==> config.mk <==
export PLATFORM = sky130hd
export DESIGN_NAME = s2d_engine
export DESIGN_NICKNAME = d
export VERILOG_FILES = /design/src/rtl/s2d_pkg.sv /design/src/rtl/s2d_regs.sv /design/src/rtl/s2d_walker.sv /design/src/rtl/s2d_mover.sv /design/src/rtl/s2d_engine.sv
export SDC_FILE = /design/constraint.sdc
export NUM_CORES = 1
export LEC_CHECK = 0
export ABC_CLOCK_PERIOD_IN_PS = 7800
export BUFFER_PORTS_ARGS = -buffer_cell sky130_fd_sc_hd__buf_2
export CORE_AREA = 10 10 225 227
export DETAILED_ROUTE_END_ITERATION = 10
export DIE_AREA = 0 0 235 237
export PLACE_DENSITY_LB_ADDON = 0.12
export SYNTH_ARGS = -nofsm -noshare
export SYNTH_HDL_FRONTEND = slang
export SYNTH_SLANG_ARGS = --single-unit
==> constraint.sdc <==
create_clock -name clk -period 7.8 [get_ports clk]
set_input_delay 0.39 -clock clk [delete_from_list [all_inputs] [get_ports clk]]
set_output_delay 0.39 -clock clk [all_outputs]
set_load 0.005 [all_outputs]
==> src/rtl/s2d_pkg.sv <==
// Shared constants and types for the strided 2D memory-to-stream engine.
// Assumes a byte-wide memory read path and byte register offsets.
package s2d_pkg;
    localparam int BYTE_W        = 8;
    localparam logic [7:0] OFF_CTRL   = 8'h00;
    localparam logic [7:0] OFF_STAT   = 8'h04;
    localparam logic [7:0] OFF_LINES  = 8'h50;
    localparam logic [7:0] OFF_STRIDE = 8'h54;
    localparam logic [7:0] OFF_BPL    = 8'h58;
    localparam logic [7:0] OFF_BASE   = 8'h5C;
    localparam int CTRL_RUN_BIT  = 0;
    localparam int CTRL_SRST_BIT = 2;
    localparam int STAT_HALT_BIT = 0;
    localparam int STAT_IDLE_BIT = 1;
    localparam int STAT_ERR_BIT  = 2;

    typedef enum logic [1:0] {
        MV_IDLE,
        MV_REQ,
        MV_WAIT,
        MV_OUT
    } mv_state_t;

    typedef struct packed {
        logic [BYTE_W-1:0] data;
        logic              user;
        logic              last;
    } beat_t;
endpackage

==> src/rtl/s2d_regs.sv <==
// Register window of the engine: control, status and frame geometry.
// Issues a one-cycle start pulse when the line count is written under the
// right conditions and drives the self-clearing soft reset, which completes
// only once the mover holds no request, read or beat.
// Assumes CFG_W >= ADDR_W and CFG_W >= SIZE_W.
module s2d_regs
    import s2d_pkg::*;
#(
    parameter int ADDR_W = 32,
    parameter int SIZE_W = 16,
    parameter int CFG_W  = 32
) (
    input  logic              clk,
    input  logic              rst_n,
    input  logic              cfg_we,
    input  logic [7:0]        cfg_addr,
    input  logic [CFG_W-1:0]  cfg_wdata,
    output logic [CFG_W-1:0]  cfg_rdata,
    input  logic              eng_busy,
    input  logic              mover_busy,
    output logic              run,
    output logic              srst_busy,
    output logic              start,
    output logic [ADDR_W-1:0] base,
    output logic [SIZE_W-1:0] bpl,
    output logic [SIZE_W-1:0] stride,
    output logic [SIZE_W-1:0] lines
);
    logic [CFG_W-1:0]  ctrl_q;
    logic [ADDR_W-1:0] base_q;
    logic [SIZE_W-1:0] bpl_q, stride_q, lines_q;
    logic              srst_q, start_q, err_q;
    logic              busy_any, srst_done, wr_ok, geom_ok;

    assign busy_any  = eng_busy | start_q;
    assign srst_done = srst_q & ~mover_busy;
    assign wr_ok     = cfg_we & ~srst_q;
    assign geom_ok   = (cfg_wdata[SIZE_W-1:0] != '0) && (bpl_q != '0);

    // Register writes, start pulse, error flag and soft-reset sequencing.
    always_ff @(posedge clk) begin
        if (!rst_n || srst_done) begin
            ctrl_q   <= '0;
            base_q   <= '0;
            bpl_q    <= '0;
            stride_q <= '0;
            lines_q  <= '0;
            srst_q   <= 1'b0;
            start_q  <= 1'b0;
            err_q    <= 1'b0;
        end else begin
            start_q <= 1'b0;
            if (wr_ok) begin
                case (cfg_addr)
                    OFF_CTRL: begin
                        if (cfg_wdata[CTRL_SRST_BIT]) srst_q <= 1'b1;
                        else                          ctrl_q <= cfg_wdata;
                    end
                    OFF_BASE:   base_q   <= cfg_wdata[ADDR_W-1:0];
                    OFF_BPL:    bpl_q    <= cfg_wdata[SIZE_W-1:0];
                    OFF_STRIDE: stride_q <= cfg_wdata[SIZE_W-1:0];
                    OFF_LINES: begin
                        lines_q <= cfg_wdata[SIZE_W-1:0];
                        if (ctrl_q[CTRL_RUN_BIT] && !busy_any) begin
                            if (geom_ok) begin
                                start_q <= 1'b1;
                                err_q   <= 1'b0;
                            end else begin
                                err_q   <= 1'b1;
                            end
                        end
                    end
                    default: ;
                endcase
            end
        end
    end

    // Read mux over the register window.
    always_comb begin
        cfg_rdata = '0;
        case (cfg_addr)
            OFF_CTRL: begin
                cfg_rdata = ctrl_q;
                cfg_rdata[CTRL_SRST_BIT] = srst_q;
            end
            OFF_STAT: begin
                cfg_rdata[STAT_HALT_BIT] = ~ctrl_q[CTRL_RUN_BIT];
                cfg_rdata[STAT_IDLE_BIT] = ~busy_any;
                cfg_rdata[STAT_ERR_BIT]  = err_q;
            end
            OFF_BASE:   cfg_rdata = CFG_W'(base_q);
            OFF_BPL:    cfg_rdata = CFG_W'(bpl_q);
            OFF_STRIDE: cfg_rdata = CFG_W'(stride_q);
            OFF_LINES:  cfg_rdata = CFG_W'(lines_q);
            default:    cfg_rdata = '0;
        endcase
    end

    assign run       = ctrl_q[CTRL_RUN_BIT] & ~srst_q;
    assign srst_busy = srst_q;
    assign start     = start_q;
    assign base      = base_q;
    assign bpl       = bpl_q;
    assign stride    = stride_q;
    assign lines     = lines_q;
endmodule

==> src/rtl/s2d_walker.sv <==
// Two-dimensional address walker. Takes a snapshot of the geometry on start,
// then steps one byte per advance: along the line, then to the next line
// start by adding the stride to a running line base.
// Assumes start arrives only while inactive and bytes per line / lines != 0.
module s2d_walker #(
    parameter int ADDR_W = 32,
    parameter int SIZE_W = 16
) (
    input  logic              clk,
    input  logic              rst_n,
    input  logic              clear,
    input  logic              start,
    input  logic [ADDR_W-1:0] base,
    input  logic [SIZE_W-1:0] bpl,
    input  logic [SIZE_W-1:0] stride,
    input  logic [SIZE_W-1:0] lines,
    input  logic              adv,
    output logic              active,
    output logic [ADDR_W-1:0] addr,
    output logic              first,
    output logic              eol
);
    logic [ADDR_W-1:0] line_base;
    logic [SIZE_W-1:0] col, row, bpl_q, stride_q, lines_q;
    logic              act_q, last_row;

    assign eol      = (col == bpl_q - SIZE_W'(1));
    assign last_row = (row == lines_q - SIZE_W'(1));
    assign first    = (row == '0) && (col == '0);
    assign addr     = line_base + ADDR_W'(col);
    assign active   = act_q;

    // Snapshot on start, then walk bytes and lines.
    always_ff @(posedge clk) begin
        if (!rst_n || clear) begin
            act_q     <= 1'b0;
            line_base <= '0;
            col       <= '0;
            row       <= '0;
            bpl_q     <= '0;
            stride_q  <= '0;
            lines_q   <= '0;
        end else if (start) begin
            act_q     <= 1'b1;
            line_base <= base;
            col       <= '0;
            row       <= '0;
            bpl_q     <= bpl;
            stride_q  <= stride;
            lines_q   <= lines;
        end else if (adv && act_q) begin
            if (eol) begin
                col <= '0;
                if (last_row) begin
                    act_q <= 1'b0;
                end else begin
                    row       <= row + SIZE_W'(1);
                    line_base <= line_base + ADDR_W'(stride_q);
                end
            end else begin
                col <= col + SIZE_W'(1);
            end
        end
    end
endmodule

==> src/rtl/s2d_mover.sv <==
// Moves one byte at a time: raises a read request, waits for its data, then
// offers it on the stream until accepted. Only one read is ever in flight.
// A flush (soft reset) stops new requests, drops returned data and any beat.
module s2d_mover
    import s2d_pkg::*;
#(
    parameter int ADDR_W = 32
) (
    input  logic              clk,
    input  logic              rst_n,
    input  logic              run,
    input  logic              flush,
    input  logic              w_active,
    input  logic [ADDR_W-1:0] w_addr,
    input  logic              w_first,
    input  logic              w_eol,
    output logic              adv,
    output logic              busy,
    output logic              mem_req,
    output logic [ADDR_W-1:0] mem_addr,
    input  logic              mem_gnt,
    input  logic              mem_rvalid,
    input  logic [BYTE_W-1:0] mem_rdata,
    output logic              m_tvalid,
    input  logic              m_tready,
    output logic [BYTE_W-1:0] m_tdata,
    output logic              m_tuser,
    output logic              m_tlast
);
    mv_state_t         st;
    logic [ADDR_W-1:0] addr_q;
    beat_t             beat_q;

    // Request / wait / offer sequence for one byte.
    always_ff @(posedge clk) begin
        if (!rst_n) begin
            st     <= MV_IDLE;
            addr_q <= '0;
            beat_q <= '0;
        end else begin
            case (st)
                MV_IDLE: if (w_active && run && !flush) begin
                    st          <= MV_REQ;
                    addr_q      <= w_addr;
                    beat_q.user <= w_first;
                    beat_q.last <= w_eol;
                end
                MV_REQ: if (mem_gnt) st <= MV_WAIT;
                MV_WAIT: if (mem_rvalid) begin
                    if (flush) begin
                        st <= MV_IDLE;
                    end else begin
                        st          <= MV_OUT;
                        beat_q.data <= mem_rdata;
                    end
                end
                MV_OUT: if (flush || m_tready) st <= MV_IDLE;
                default: st <= MV_IDLE;
            endcase
        end
    end

    assign adv      = (st == MV_REQ) && mem_gnt;
    assign busy     = (st != MV_IDLE);
    assign mem_req  = (st == MV_REQ);
    assign mem_addr = addr_q;
    assign m_tvalid = (st == MV_OUT);
    assign m_tdata  = beat_q.data;
    assign m_tuser  = beat_q.user;
    assign m_tlast  = beat_q.last;
endmodule

==> src/rtl/s2d_engine.sv <==
// Top of the strided 2D memory-to-stream engine: register window, address
// walker and byte mover. Synchronous active-low reset.
module s2d_engine
    import s2d_pkg::*;
#(
    parameter int ADDR_W = 32,
    parameter int SIZE_W = 16,
    parameter int CFG_W  = 32
) (
    input  logic              clk,
    input  logic              rst_n,
    input  logic              cfg_we,
    input  logic [7:0]        cfg_addr,
    input  logic [CFG_W-1:0]  cfg_wdata,
    output logic [CFG_W-1:0]  cfg_rdata,
    output logic              mem_req,
    output logic [ADDR_W-1:0] mem_addr,
    input  logic              mem_gnt,
    input  logic              mem_rvalid,
    input  logic [BYTE_W-1:0] mem_rdata,
    output logic              m_tvalid,
    input  logic              m_tready,
    output logic [BYTE_W-1:0] m_tdata,
    output logic              m_tuser,
    output logic              m_tlast
);
    logic              run, srst_busy, start, busy, mv_busy;
    logic              w_active, w_first, w_eol, adv;
    logic [ADDR_W-1:0] base, w_addr;
    logic [SIZE_W-1:0] bpl, stride, lines;

    assign busy = w_active | mv_busy;

    s2d_regs #(.ADDR_W(ADDR_W), .SIZE_W(SIZE_W), .CFG_W(CFG_W)) u_regs (
        .clk(clk), .rst_n(rst_n), .cfg_we(cfg_we), .cfg_addr(cfg_addr),
        .cfg_wdata(cfg_wdata), .cfg_rdata(cfg_rdata), .eng_busy(busy),
        .mover_busy(mv_busy), .run(run), .srst_busy(srst_busy), .start(start),
        .base(base), .bpl(bpl), .stride(stride), .lines(lines)
    );

    s2d_walker #(.ADDR_W(ADDR_W), .SIZE_W(SIZE_W)) u_walk (
        .clk(clk), .rst_n(rst_n), .clear(srst_busy && !mv_busy), .start(start),
        .base(base), .bpl(bpl), .stride(stride), .lines(lines), .adv(adv),
        .active(w_active), .addr(w_addr), .first(w_first), .eol(w_eol)
    );

    s2d_mover #(.ADDR_W(ADDR_W)) u_move (
        .clk(clk), .rst_n(rst_n), .run(run), .flush(srst_busy),
        .w_active(w_active), .w_addr(w_addr), .w_first(w_first), .w_eol(w_eol),
        .adv(adv), .busy(mv_busy), .mem_req(mem_req), .mem_addr(mem_addr),
        .mem_gnt(mem_gnt), .mem_rvalid(mem_rvalid), .mem_rdata(mem_rdata),
        .m_tvalid(m_tvalid), .m_tready(m_tready), .m_tdata(m_tdata),
        .m_tuser(m_tuser), .m_tlast(m_tlast)
    );
endmodule

==> reports/metrics.csv <==
metric,value,unit
DR pass1 iterations,6,
number of flops mapped to enable cells by yosys,0,
Syn Nets,1837,
complex-gate fraction of the synthesized area,16.5,%
Final Max Slew Viols,0,
first-pass GRT wire length,74600,microns
post-synthesis adder-cell area fraction,3.65,%
Cells after Synth,1743,
die height,237,microns
final WL,48400,microns
initial antenna violation count,2,
max cap viols,0,
CTS tree,done,
CTS HTree Levels,2,
synth-to-layout area growth,15.0,%
ys async rst share,0,%
top layer in use,met5,
CTS Hold Bufs,0,
Hold Startpoint,cfg_wdata[22],
clock buffer depth,3,
multi-input logic area,8140,sq um
core footprint,46200,sq um
largest net degree at the start of global routing,107,
RSZ-0062 raised after global routing,no,
Peak supply drop,0.104,mV
Setup Skew,0.0214,ns
FF-to-FF Start,u_walk.bpl_q[0]$_SDFFE_PP0P_,
crit path cell chain,"inv_1, ha_1, nor3b_1, buf_4, and4_1, xnor2_1, a2111oi_4, o211ai_2, nor4_4, nand4_1, xor2_1, nor2_1",
top_reg_cell synth,dfxtp_1,
DRC,0,
FMAX,0.274,GHz
crit path DAT,4.04,ns
Final Hold Viols,0,
overall power,3.02,mW
worst-case reg-to-reg path depth,12,
startpoint types,register,
gr ovfl total,0,
critical path required time,8.19,ns
R2R setup slack,4.15,ns
RR Endpoint,u_walk.row[12]$_SDFFE_PP0P_,
sequential area share after synthesis,38.4,%
crit end category,register,
Synth Cell Area,14100,sq um
Post-DRT Antenna Nets,0,
leading area contributor after synthesis,dfxtp_1,
Power Density,186,nW/um^2
TritonCTS Buffers,35,
metal2 WL,20000,microns
fraction of layout cells with a size suffix above 1,11.9,%
# IOs,130,
Syn. warnings,0,
die extent in x,235,microns
later-pin clock latency in the skew report,0.55,ns
Mean Syn Cell Area,8.10,sq um
fin crit share,46.8,%
Final WS setup,4.15,ns
I/O Buffers,129,
DRT met1 WL,24900,microns
Synth Area in XOR/XNOR,7.57,%
cts repair resizes,0,
Fin Setup TNS,0,ns
CP max stage cell,nor4_4,
fillers,4828,
minimum clock period,3.65,ns
diodes inserted,0,
met3 wire length,2510,microns
Rows,79,
setup repair bufs after CTS,0,
Slew @ Worst Pin,1.23,ns
clock sink count,271,
post-synthesis mux area share,6.49,%
"Distinct cells, synth",78,
status,"finished, final reports clean",
placer congestion estimate,0.862,
vias post-DR,12600,
Die ar.,55700,sq um
Final setup viols,0,
final-stage net count,1906,
Root Driver,clkbuf_16,
Simple-Gate Fraction of Synth Area,23.3,%
"count leader, synth",nand2_1,
vias in the first global route,12000,
main combinational cell family by area after synthesis,simple AND/OR/NAND/NOR gates,
Tightest Hold Check Type,in2reg,
GRT Overall Usage,16.8,%
Leak,6.27,nW
worst hold margin,0.0848,ns
post-synthesis register bit count,271,
Hold Path Sink,u_regs.ctrl_q[22]$_SDFFE_PP0P_,
CP max stage delay,0.87,ns
Rel. slew slack,17.6,%
initial DRC count,979,
CP max FO,17,
initial core utilization,30.6,%
area fraction of the dominant cell type after synthesis,38.4,%
Via density,5.16,
Worst-path clk slew,0.06,ns
register area,5430,sq um
DP HPWL,34500,microns
critical path type,reg2reg,
synth cell count leaders,"nand2_1 (315), dfxtp_1 (271), a21oi_1 (170), nor2_1 (146), clkbuf_1 (92)",
WL/cell,19.8,microns
pre-CTS setup slack,4.10,ns
Min-Delay Path Depth,3,
main area contributors after synthesis,"dfxtp_1 (38%), nand2_1 (8.4%), mux2i_1 (6.2%)",
area by class of cell:
class                      instances  area share, %
inverter                          37          0.855
timing repair buffer             143           4.62
clock inverter                     9          0.401
tap                              607           4.68
sequential                       271           33.4
clock buffer                      50           5.93
multi-input combinational       1324           50.1
layout by cell type, fill, tap and decap left out, drive strengths merged, types with 26 or more instances in the layout:
cell,instances
nor4,27
buf,143
nor3,30
a21oi,170
nand4,33
and3,26
ha,38
dfxtp,271
nor2,146
nand3,43
mux2i,87
nand2,315
clkbuf,50
xnor2,54
inv,38
xor2,68
o21ai,74
where the power goes:
part,total [mW],internal [mW],switching [mW]
logic,0.120,0.0377,0.0819
registers,1.40,1.39,0.0111
clock network,1.50,0.861,0.636
total,3.02,2.29,0.729
sequential cells by signal, summed over array words and instances, names as in the netlist, 2 cells and up:
name / count
u_regs.lines: 16
u_move.mem_addr: 32
u_move.st: 2
u_walk.col: 16
u_regs.base: 32
u_walk.line_base: 32
u_move.m_tdata: 8
u_regs.ctrl_q: 31
u_walk.lines_q: 16
u_regs.bpl: 16
u_walk.stride_q: 16
u_regs.stride: 16
u_walk.bpl_q: 16
u_walk.row: 16
critical path, delay by kind of cell (launching register included):
kind	cells	cell delay (ns)
DFF	1	0.52
adders and majority gates	1	0.22
xor gates and xnor gates	2	0.35
buffers and inverters	2	0.27
and+or+nand+nor	5	1.50
AOI/OAI and AO/OA	2	0.63
through the flow:
stage	std cells	utilization [%]	area, sq um
after floorplan	1743	-	14100
after global placement	2382	33.0	15200
after detailed placement	2382	33.0	15200
after CTS	2441	35.2	16200
after global routing	2441	35.2	16200
final	2441	35.2	16200
worst max-delay path by stage:
stage / depth (start not counted) / end / from
floorplan: 12 / u_walk.line_base[19]$_SDFFE_PP0P_ / u_walk.lines_q[0]$_SDFFE_PP0P_
global placement: 8 / u_regs.ctrl_q[4]$_SDFFE_PP0P_ / cfg_addr[1]
detailed placement: 8 / u_regs.ctrl_q[12]$_SDFFE_PP0P_ / cfg_addr[1]
CTS: 12 / u_walk.row[9]$_SDFFE_PP0P_ / u_walk.bpl_q[0]$_SDFFE_PP0P_
global route: 12 / u_walk.row[15]$_SDFFE_PP0P_ / u_walk.bpl_q[0]$_SDFFE_PP0P_
finish: 12 / u_walk.row[12]$_SDFFE_PP0P_ / u_walk.bpl_q[0]$_SDFFE_PP0P_
routing by layer:
metal | global-route usage (%) | vias to the layer above
li1 | - | 6252
met1 | 24.8 | 5968
met2 | 24.1 | 311
met3 | 3.13 | 58
met4 | 4.50 | 2
met5 | 0 | -
cells by family (layout without fill, tap and decap cells):
| family | count (synthesis) | in the layout |
|---|---|---|
| AOI/OAI and AO/OA | 372 | 372 |
| muxes | 90 | 90 |
| and+or+nand+nor | 700 | 700 |
| xor gates and xnor gates | 122 | 122 |
| adders and majority gates | 40 | 40 |
| DFF | 271 | 271 |
| buffers and inverters | 148 | 239 |
(Power assumes the default switching activity.)
